**config.mk**
```make
export PLATFORM = sky130hd
export DESIGN_NAME = tbit_poller
export DESIGN_NICKNAME = d
export VERILOG_FILES = /design/src/rtl/tbp_pkg.sv /design/src/rtl/tbp_bus_engine.sv /design/src/rtl/tbp_ctrl.sv /design/src/rtl/tbit_poller.sv
export SDC_FILE = /design/constraint.sdc
export NUM_CORES = 1
export LEC_CHECK = 0
export ABC_AREA = 1
export BUFFER_PORTS_ARGS = -buffer_cell sky130_fd_sc_hd__buf_2
export CORE_MARGIN = 1
export CORE_UTILIZATION = 45
export CTS_CLUSTER_DIAMETER = 60
export DETAILED_ROUTE_END_ITERATION = 8
export HOLD_SLACK_MARGIN = 0.03
export PLACE_DENSITY = 0.69
export SLEW_MARGIN = 20
export SYNTH_ARGS = -nofsm -noshare
export SYNTH_HDL_FRONTEND = slang
export SYNTH_SLANG_ARGS = --single-unit
```
**constraint.sdc**
```tcl
create_clock -name clk -period 2.1 [get_ports clk]
set_clock_uncertainty 0.05 [all_clocks]
set_input_delay 0.105 -clock clk [delete_from_list [all_inputs] [get_ports clk]]
set_output_delay 0.105 -clock clk [all_outputs]
set_load 0.01 [all_outputs]
```
**src/rtl/tbp_pkg.sv**
```systemverilog
// Shared types for the toggle-bit poller.
// Assumes: nothing beyond IEEE 1800-2017.
package tbp_pkg;

    // Bus engine states.
    typedef enum logic [1:0] {
        ENG_IDLE = 2'd0,
        ENG_ACT  = 2'd1,
        ENG_GAP  = 2'd2
    } eng_state_t;

    // Poll controller states.
    typedef enum logic [2:0] {
        PC_IDLE  = 3'd0,
        PC_RD    = 3'd1,
        PC_RWAIT = 3'd2,
        PC_WR    = 3'd3,
        PC_WWAIT = 3'd4,
        PC_DRAIN = 3'd5
    } poll_state_t;

endpackage

```
**src/rtl/tbp_bus_engine.sv**
```systemverilog
// Runs single read or write transfers on a strobe/ready bus.
// It accepts a go pulse only while idle, holds the strobe and address until
// ready, and then keeps the bus quiet for GAP cycles before it goes idle again.
// Assumes: the memory side raises ready for one cycle per transfer.
module tbp_bus_engine
    import tbp_pkg::*;
#(
    parameter int AW  = 17,
    parameter int DW  = 8,
    parameter int GAP = 2
) (
    input  logic          clk,
    input  logic          rst_n,
    input  logic          go_rd,
    input  logic          go_wr,
    input  logic [AW-1:0] addr,
    input  logic [DW-1:0] wdata,
    output logic          idle,
    output logic          ack,
    output logic [AW-1:0] bus_addr,
    output logic          bus_rd,
    output logic          bus_wr,
    output logic [DW-1:0] bus_wdata,
    input  logic          bus_ready
);
    localparam int GW = (GAP > 0) ? $clog2(GAP + 1) : 1;

    eng_state_t    st;
    logic [GW-1:0] gcnt;

    assign idle = (st == ENG_IDLE);
    assign ack  = (st == ENG_ACT) && bus_ready;

    // Transfer sequencing and the enforced idle gap.
    always_ff @(posedge clk) begin
        if (!rst_n) begin
            st        <= ENG_IDLE;
            gcnt      <= '0;
            bus_rd    <= 1'b0;
            bus_wr    <= 1'b0;
            bus_addr  <= '0;
            bus_wdata <= '0;
        end else begin
            case (st)
                ENG_IDLE: begin
                    if (go_rd || go_wr) begin
                        bus_rd    <= go_rd;
                        bus_wr    <= go_wr && !go_rd;
                        bus_addr  <= addr;
                        bus_wdata <= wdata;
                        st        <= ENG_ACT;
                    end
                end
                ENG_ACT: begin
                    if (bus_ready) begin
                        bus_rd <= 1'b0;
                        bus_wr <= 1'b0;
                        if (GAP > 0) begin
                            gcnt <= GW'(GAP);
                            st   <= ENG_GAP;
                        end else begin
                            st   <= ENG_IDLE;
                        end
                    end
                end
                ENG_GAP: begin
                    if (gcnt <= GW'(1)) st <= ENG_IDLE;
                    gcnt <= gcnt - GW'(1);
                end
                default: st <= ENG_IDLE;
            endcase
        end
    end
endmodule

```
**src/rtl/tbp_ctrl.sv**
```systemverilog
// Poll decision controller: pairs status reads, compares the toggle bit,
// handles the timeout-flag confirming pair, the pair cap and abort, and
// orders the reset write on failure.
// Assumes: tbit/fbit are the read data bits, valid in the eng_ack cycle.
module tbp_ctrl
    import tbp_pkg::*;
#(
    parameter int AW        = 17,
    parameter int MAX_PAIRS = 4
) (
    input  logic          clk,
    input  logic          rst_n,
    input  logic          start,
    input  logic          abort,
    input  logic [AW-1:0] status_addr,
    input  logic          eng_idle,
    input  logic          eng_ack,
    input  logic          tbit,
    input  logic          fbit,
    output logic          go_rd,
    output logic          go_wr,
    output logic [AW-1:0] op_addr,
    output logic          busy,
    output logic          done,
    output logic          pass,
    output logic          fail,
    output logic          poll_timeout
);
    localparam int  PW    = $clog2(MAX_PAIRS + 2);
    localparam bit  LIMIT = (MAX_PAIRS > 0);

    poll_state_t   st;
    logic          second;
    logic          recheck;
    logic          t_prev;
    logic          abort_q;
    logic          timed;
    logic [PW-1:0] pairs;

    logic          toggled;
    logic          stop_req;
    logic [PW-1:0] pairs_nx;
    logic          cap_hit;

    // Decision terms for the read completing this cycle.
    always_comb begin
        toggled  = t_prev ^ tbit;
        stop_req = abort || abort_q;
        pairs_nx = pairs + PW'(1);
        cap_hit  = LIMIT && (pairs_nx == PW'(MAX_PAIRS));
    end

    assign go_rd = (st == PC_RD) && eng_idle && !stop_req;
    assign go_wr = (st == PC_WR) && eng_idle;
    assign busy  = (st != PC_IDLE);

    // Poll sequencing, result flags and done pulse.
    always_ff @(posedge clk) begin
        if (!rst_n) begin
            st           <= PC_IDLE;
            second       <= 1'b0;
            recheck      <= 1'b0;
            t_prev       <= 1'b0;
            abort_q      <= 1'b0;
            timed        <= 1'b0;
            pairs        <= '0;
            op_addr      <= '0;
            done         <= 1'b0;
            pass         <= 1'b0;
            fail         <= 1'b0;
            poll_timeout <= 1'b0;
        end else begin
            done <= 1'b0;
            if ((st == PC_RD || st == PC_RWAIT) && abort) abort_q <= 1'b1;
            case (st)
                PC_IDLE: begin
                    if (start) begin
                        op_addr      <= status_addr;
                        second       <= 1'b0;
                        recheck      <= 1'b0;
                        timed        <= 1'b0;
                        abort_q      <= 1'b0;
                        pairs        <= '0;
                        pass         <= 1'b0;
                        fail         <= 1'b0;
                        poll_timeout <= 1'b0;
                        st           <= PC_RD;
                    end
                end
                PC_RD: begin
                    if (stop_req)      st <= PC_DRAIN;
                    else if (eng_idle) st <= PC_RWAIT;
                end
                PC_RWAIT: begin
                    if (eng_ack) begin
                        if (stop_req) begin
                            st <= PC_DRAIN;
                        end else if (!second) begin
                            t_prev <= tbit;
                            second <= 1'b1;
                            st     <= PC_RD;
                        end else begin
                            second <= 1'b0;
                            pairs  <= pairs_nx;
                            if (!toggled) begin
                                pass <= 1'b1;
                                done <= 1'b1;
                                st   <= PC_IDLE;
                            end else if (recheck) begin
                                st <= PC_WR;
                            end else if (cap_hit) begin
                                timed <= 1'b1;
                                st    <= PC_WR;
                            end else begin
                                recheck <= fbit;
                                st      <= PC_RD;
                            end
                        end
                    end
                end
                PC_WR: begin
                    if (eng_idle) st <= PC_WWAIT;
                end
                PC_WWAIT: begin
                    if (eng_ack) begin
                        fail         <= 1'b1;
                        poll_timeout <= timed;
                        done         <= 1'b1;
                        st           <= PC_IDLE;
                    end
                end
                PC_DRAIN: begin
                    if (eng_idle) begin
                        abort_q <= 1'b0;
                        st      <= PC_IDLE;
                    end
                end
                default: st <= PC_IDLE;
            endcase
        end
    end
endmodule

```
**src/rtl/tbit_poller.sv**
```systemverilog
// Top of the toggle-bit completion poller: joins the decision controller to
// the bus engine and fixes the reset command on the write data.
// Assumes: TBIT and FBIT lie inside the data width.
module tbit_poller #(
    parameter int          AW        = 17,
    parameter int          DW        = 8,
    parameter int          GAP       = 2,
    parameter int          MAX_PAIRS = 4,
    parameter int          TBIT      = 6,
    parameter int          FBIT      = 5,
    parameter logic [7:0]  RST_CMD   = 8'hF0
) (
    input  logic          clk,
    input  logic          rst_n,
    input  logic          start,
    input  logic          abort,
    input  logic [AW-1:0] status_addr,
    output logic          busy,
    output logic          done,
    output logic          pass,
    output logic          fail,
    output logic          poll_timeout,
    output logic [AW-1:0] bus_addr,
    output logic          bus_rd,
    output logic          bus_wr,
    output logic [DW-1:0] bus_wdata,
    input  logic [DW-1:0] bus_rdata,
    input  logic          bus_ready
);
    logic          go_rd;
    logic          go_wr;
    logic          eng_idle;
    logic          eng_ack;
    logic [AW-1:0] op_addr;
    logic          unused_rdata;

    assign unused_rdata = ^bus_rdata;

    tbp_ctrl #(.AW(AW), .MAX_PAIRS(MAX_PAIRS)) u_ctrl (
        .clk(clk), .rst_n(rst_n), .start(start), .abort(abort),
        .status_addr(status_addr), .eng_idle(eng_idle), .eng_ack(eng_ack),
        .tbit(bus_rdata[TBIT]), .fbit(bus_rdata[FBIT]),
        .go_rd(go_rd), .go_wr(go_wr), .op_addr(op_addr), .busy(busy),
        .done(done), .pass(pass), .fail(fail), .poll_timeout(poll_timeout)
    );

    tbp_bus_engine #(.AW(AW), .DW(DW), .GAP(GAP)) u_eng (
        .clk(clk), .rst_n(rst_n), .go_rd(go_rd), .go_wr(go_wr),
        .addr(op_addr), .wdata(DW'(RST_CMD)), .idle(eng_idle), .ack(eng_ack),
        .bus_addr(bus_addr), .bus_rd(bus_rd), .bus_wr(bus_wr),
        .bus_wdata(bus_wdata), .bus_ready(bus_ready)
    );
endmodule

```
==> run_results.csv <==
group,metric,value,unit
outcome,status,"finished, final reports clean",
floorplanning,die-area,5910,µm²
sta,rsz0062_at_grt,"no",
detailed_routing,num_vias,2335,
global_routing,grt_pass1_vias,2164,
synthesis,synth.area.top_cells,"dfxtp_1 (44%), nand2_1 (8.3%), nor2_1 (7.7%)",
worst_setup_path,worst_path_dominant_cell_family,"simple AND/OR/NAND/NOR gates",
synthesis,synth-edff-count,0,
synthesis,ys_seq_elements,56,
finish,finalNonFillerCells,475,
clocking,htreeDepth,2,
floorplanning,core,5240,µm²
placement,hpwl,3.72,mm
power,cellLeakagePower,1.41,nW
sta,hold_violations,0,
worst_setup_path,max_stage_delay,440,ps
detailed_routing,wirelength,5.76,mm
power,powerDensity,1060,nW/µm²
sta,slew_headroom,63.7,%
finish,fin_util,57.8,%
sta,hold_ws,61.6,ps
global_routing,grtUsageMet1,26.5,%
synthesis,synth_area,2520,µm²
worst_setup_path,critPathRequiredTime,2250,ps
flow_run,maxCapViolations,0,
min_path,hp-class,"primary input to flip-flop",
synthesis,synth_top_area_share,44.4,%
worst_setup_path,start_kind,"flip-flop",
worst_setup_path,timing.rr.start,"u_ctrl.st[1]$_SDFFE_PN0P_",
sta,finalSetupTns,0,ps
worst_setup_path,end_kind,"flip-flop",
sta,period_share,79.2,%
synthesis,yosysWarnings,0,
detailed_routing,vias_per_cell,4.92,
synthesis,netlist_top_cells_count,"dfxtp_1 (56), nand2_1 (56), nor2_1 (52), a21oi_1 (34), inv_1 (34)",
finish,fin_area,3030,µm²
placement,port_buffers,51,
sta,fin_crit,1660,ps
global_routing,grt-busiest-layer,"met2",
global_routing,antenna_found_initial,0,
power,max-vdd-ir-drop,0.514,mV
min_path,hold_start,"bus_ready",
floorplanning,die_x,76.9,µm
worst_setup_path,cp.arrival,1820,ps
worst_setup_path,r2r_end,"u_ctrl.pairs[2]$_SDFFE_PN0P_",
min_path,hold_path_end,"u_eng.st[0]$_SDFFE_PN0P_",
synthesis,ys.flop_type,"dfxtp_1",
clocking,tritoncts,"built",
clocking,worstSkewPairLatency,310,ps
placement,place_area,2770,µm²
sta,setup_violations,0,
synthesis,async_reset_ff_share,0,%
worst_setup_path,reg2reg_depth,9,
global_routing,gr-usage-met3,4.29,%
clocking,cts.path.max_buffers,2,
synthesis,yosysSeqAreaShare,44.4,%
worst_setup_path,r2r_slack,440,ps
sta,tightest_slew,543,ps
synthesis,post-synth-top-area-cell,"dfxtp_1",
synthesis,syn_inst,340,
clocking,cts_root_buf,"clkbuf_8",
finish,area_growth,20.0,%
min_path,worstHoldPathCells,4,
detailed_routing,drc,0,
global_routing,grt_pass1_wl,9.83,mm
sta,slew_violations,0,
detailed_routing,drtIter0Drc,206,
worst_setup_path,critPathBufInv,3,
global_routing,grt_overflow,0,
floorplanning,fp-row-count,26,
floorplanning,die_h,76.9,µm
clocking,cts.sinks,56,
sta,fmax,0.601,GHz
placement,routabilityCongestion,0.869,
global_routing,grtUsageTotal,20.8,%
global_routing,grt_max_degree,25,
floorplanning,start_util,48.2,%
detailed_routing,ant_nets,0,
global_routing,use_met2,35.3,%
finish,nFillCells,495,
floorplanning,ioPinCount,62,
clocking,clkTransAtPathRegs,100,ps
finish,drive_gt1_share,21.0,%
worst_setup_path,worst-setup-path-type,"flip-flop to flip-flop",
worst_setup_path,crit_path_top_delay_cell,"dfxtp_1",
clocking,numCtsBuffers,5,
detailed_routing,wire_per_inst,12.1,µm
synthesis,postSynthAreaPerCell,7.42,µm²
placement,place_inst,450,
finish,nets,437,
detailed_routing,firstDrtPassIters,4,
synthesis,synth_cell_types,29,
worst_setup_path,crit_fanout,7,
worst_setup_path,worstPathCellList,"inv_2 > nor2_2 > inv_1 > nor2_1 > inv_1 > nand2_2 > nand2_1 > nand2_1 > nor2_1",
finish,antenna_cells,0,
sequential cells by signal (all words and copies together), names as in the netlist:
name and count:
u_ctrl.abort_q 1, u_ctrl.fail 1, u_eng.bus_wdata 1, u_ctrl.done 1, u_ctrl.second 1, u_eng.bus_addr 17, u_ctrl.op_addr 17, u_ctrl.pass 1
u_ctrl.t_prev 1, u_eng.bus_wr 1, u_ctrl.recheck 1, u_ctrl.timed 1, u_eng.st 2, u_ctrl.poll_timeout 1, u_eng.gcnt 2, u_ctrl.pairs 3
u_eng.bus_rd 1, u_ctrl.st 3
power breakdown:
group          switching, mW  leakage (nW)  total, mW  internal, mW
Combinational          0.784         0.909       1.20         0.419
Clock                  0.346        0.0456      0.585         0.239
Sequential             0.144         0.458       1.42          1.28
worst reg2reg max path, delay by kind of cell (launching register included):
family | cells | cell delay (ps)
AND/OR/NAND/NOR | 6 | 760
flip-flops | 1 | 440
buffers and inverters | 3 | 330
per-layer routing:
metal,vias up,wire (µm)
met5,-,0
met4,0,65
met3,6,417
met2,85,2660
met1,1034,2620
li1,1210,-
through the flow:
stage / setup slack [ps] / power (mW)
CTS: 432 / 3.23
detailed placement: 452 / 2.61
finish: 436 / 3.21
global route: 338 / 3.46
global placement: 488 / 2.58
floorplan: 788 / 2.37
cell type report:
type                    count  area (µm²)  share of cell area, %
repair buffers             74         470                   15.5
clock inverters             2        13.8                  0.455
flip-flops and latches     56        1120                   37.0
multi-input cells         231        1130                   37.2
inverters                  36         135                   4.46
well taps                  70        87.6                   2.89
clock buffers               6        72.6                   2.40
cells by family (layout without fill, tap and decap cells):
| kind of cell | count (synthesis) | count (layout) | share of synthesized area (%) |
|---|---|---|---|
| simple gates | 158 | 158 | 28.2 |
| compound gates | 66 | 66 | 14.3 |
| flops | 56 | 56 | 44.4 |
| buf+inv | 56 | 118 | 11.4 |
| fa+ha+maj | 3 | 3 | 1.49 |
| other cells | 1 | 4 | 0.149 |
how the worst max path moves through the flow:
stage,slack (ps),startpoint,to,cells after the start
detailed placement,450,u_ctrl.st[2]$_SDFFE_PN0P_,u_ctrl.pairs[2]$_SDFFE_PN0P_,10
finish,440,u_ctrl.st[1]$_SDFFE_PN0P_,u_ctrl.pairs[2]$_SDFFE_PN0P_,9
global route,340,u_ctrl.st[1]$_SDFFE_PN0P_,u_ctrl.pairs[1]$_SDFFE_PN0P_,9
CTS,430,u_ctrl.st[1]$_SDFFE_PN0P_,u_ctrl.pairs[2]$_SDFFE_PN0P_,9
floorplan,790,u_ctrl.st[0]$_SDFFE_PN0P_,u_eng.bus_rd$_SDFFE_PN0P_,6
global placement,490,u_ctrl.st[1]$_SDFFE_PN0P_,u_ctrl.pairs[2]$_SDFFE_PN0P_,9
placed cells by master, fill, tap and decap left out, types with 3 or more instances in the layout:
master	instances
a21oi_1	34
a21oi_2	3
buf_2	51
buf_4	6
clkbuf_8	5
conb_1	4
dfxtp_1	56
dlygate4sd3_1	17
ha_1	3
inv_1	34
nand2_1	56
nand2_2	3
nand2_4	3
nand3_1	30
nand4_1	3
nor2_1	52
nor2_2	5
o21ai_0	23
repair_timing:
| item | in CTS | in global routing |
|---|---|---|
| hold buffers | 17 | 0 |
| hold endpoints to repair | 17 | 0 |
| buffers inserted | 0 | 0 |
| gates resized for setup | 0 | 0 |
Note: power is estimated with default switching activity, not from simulation.
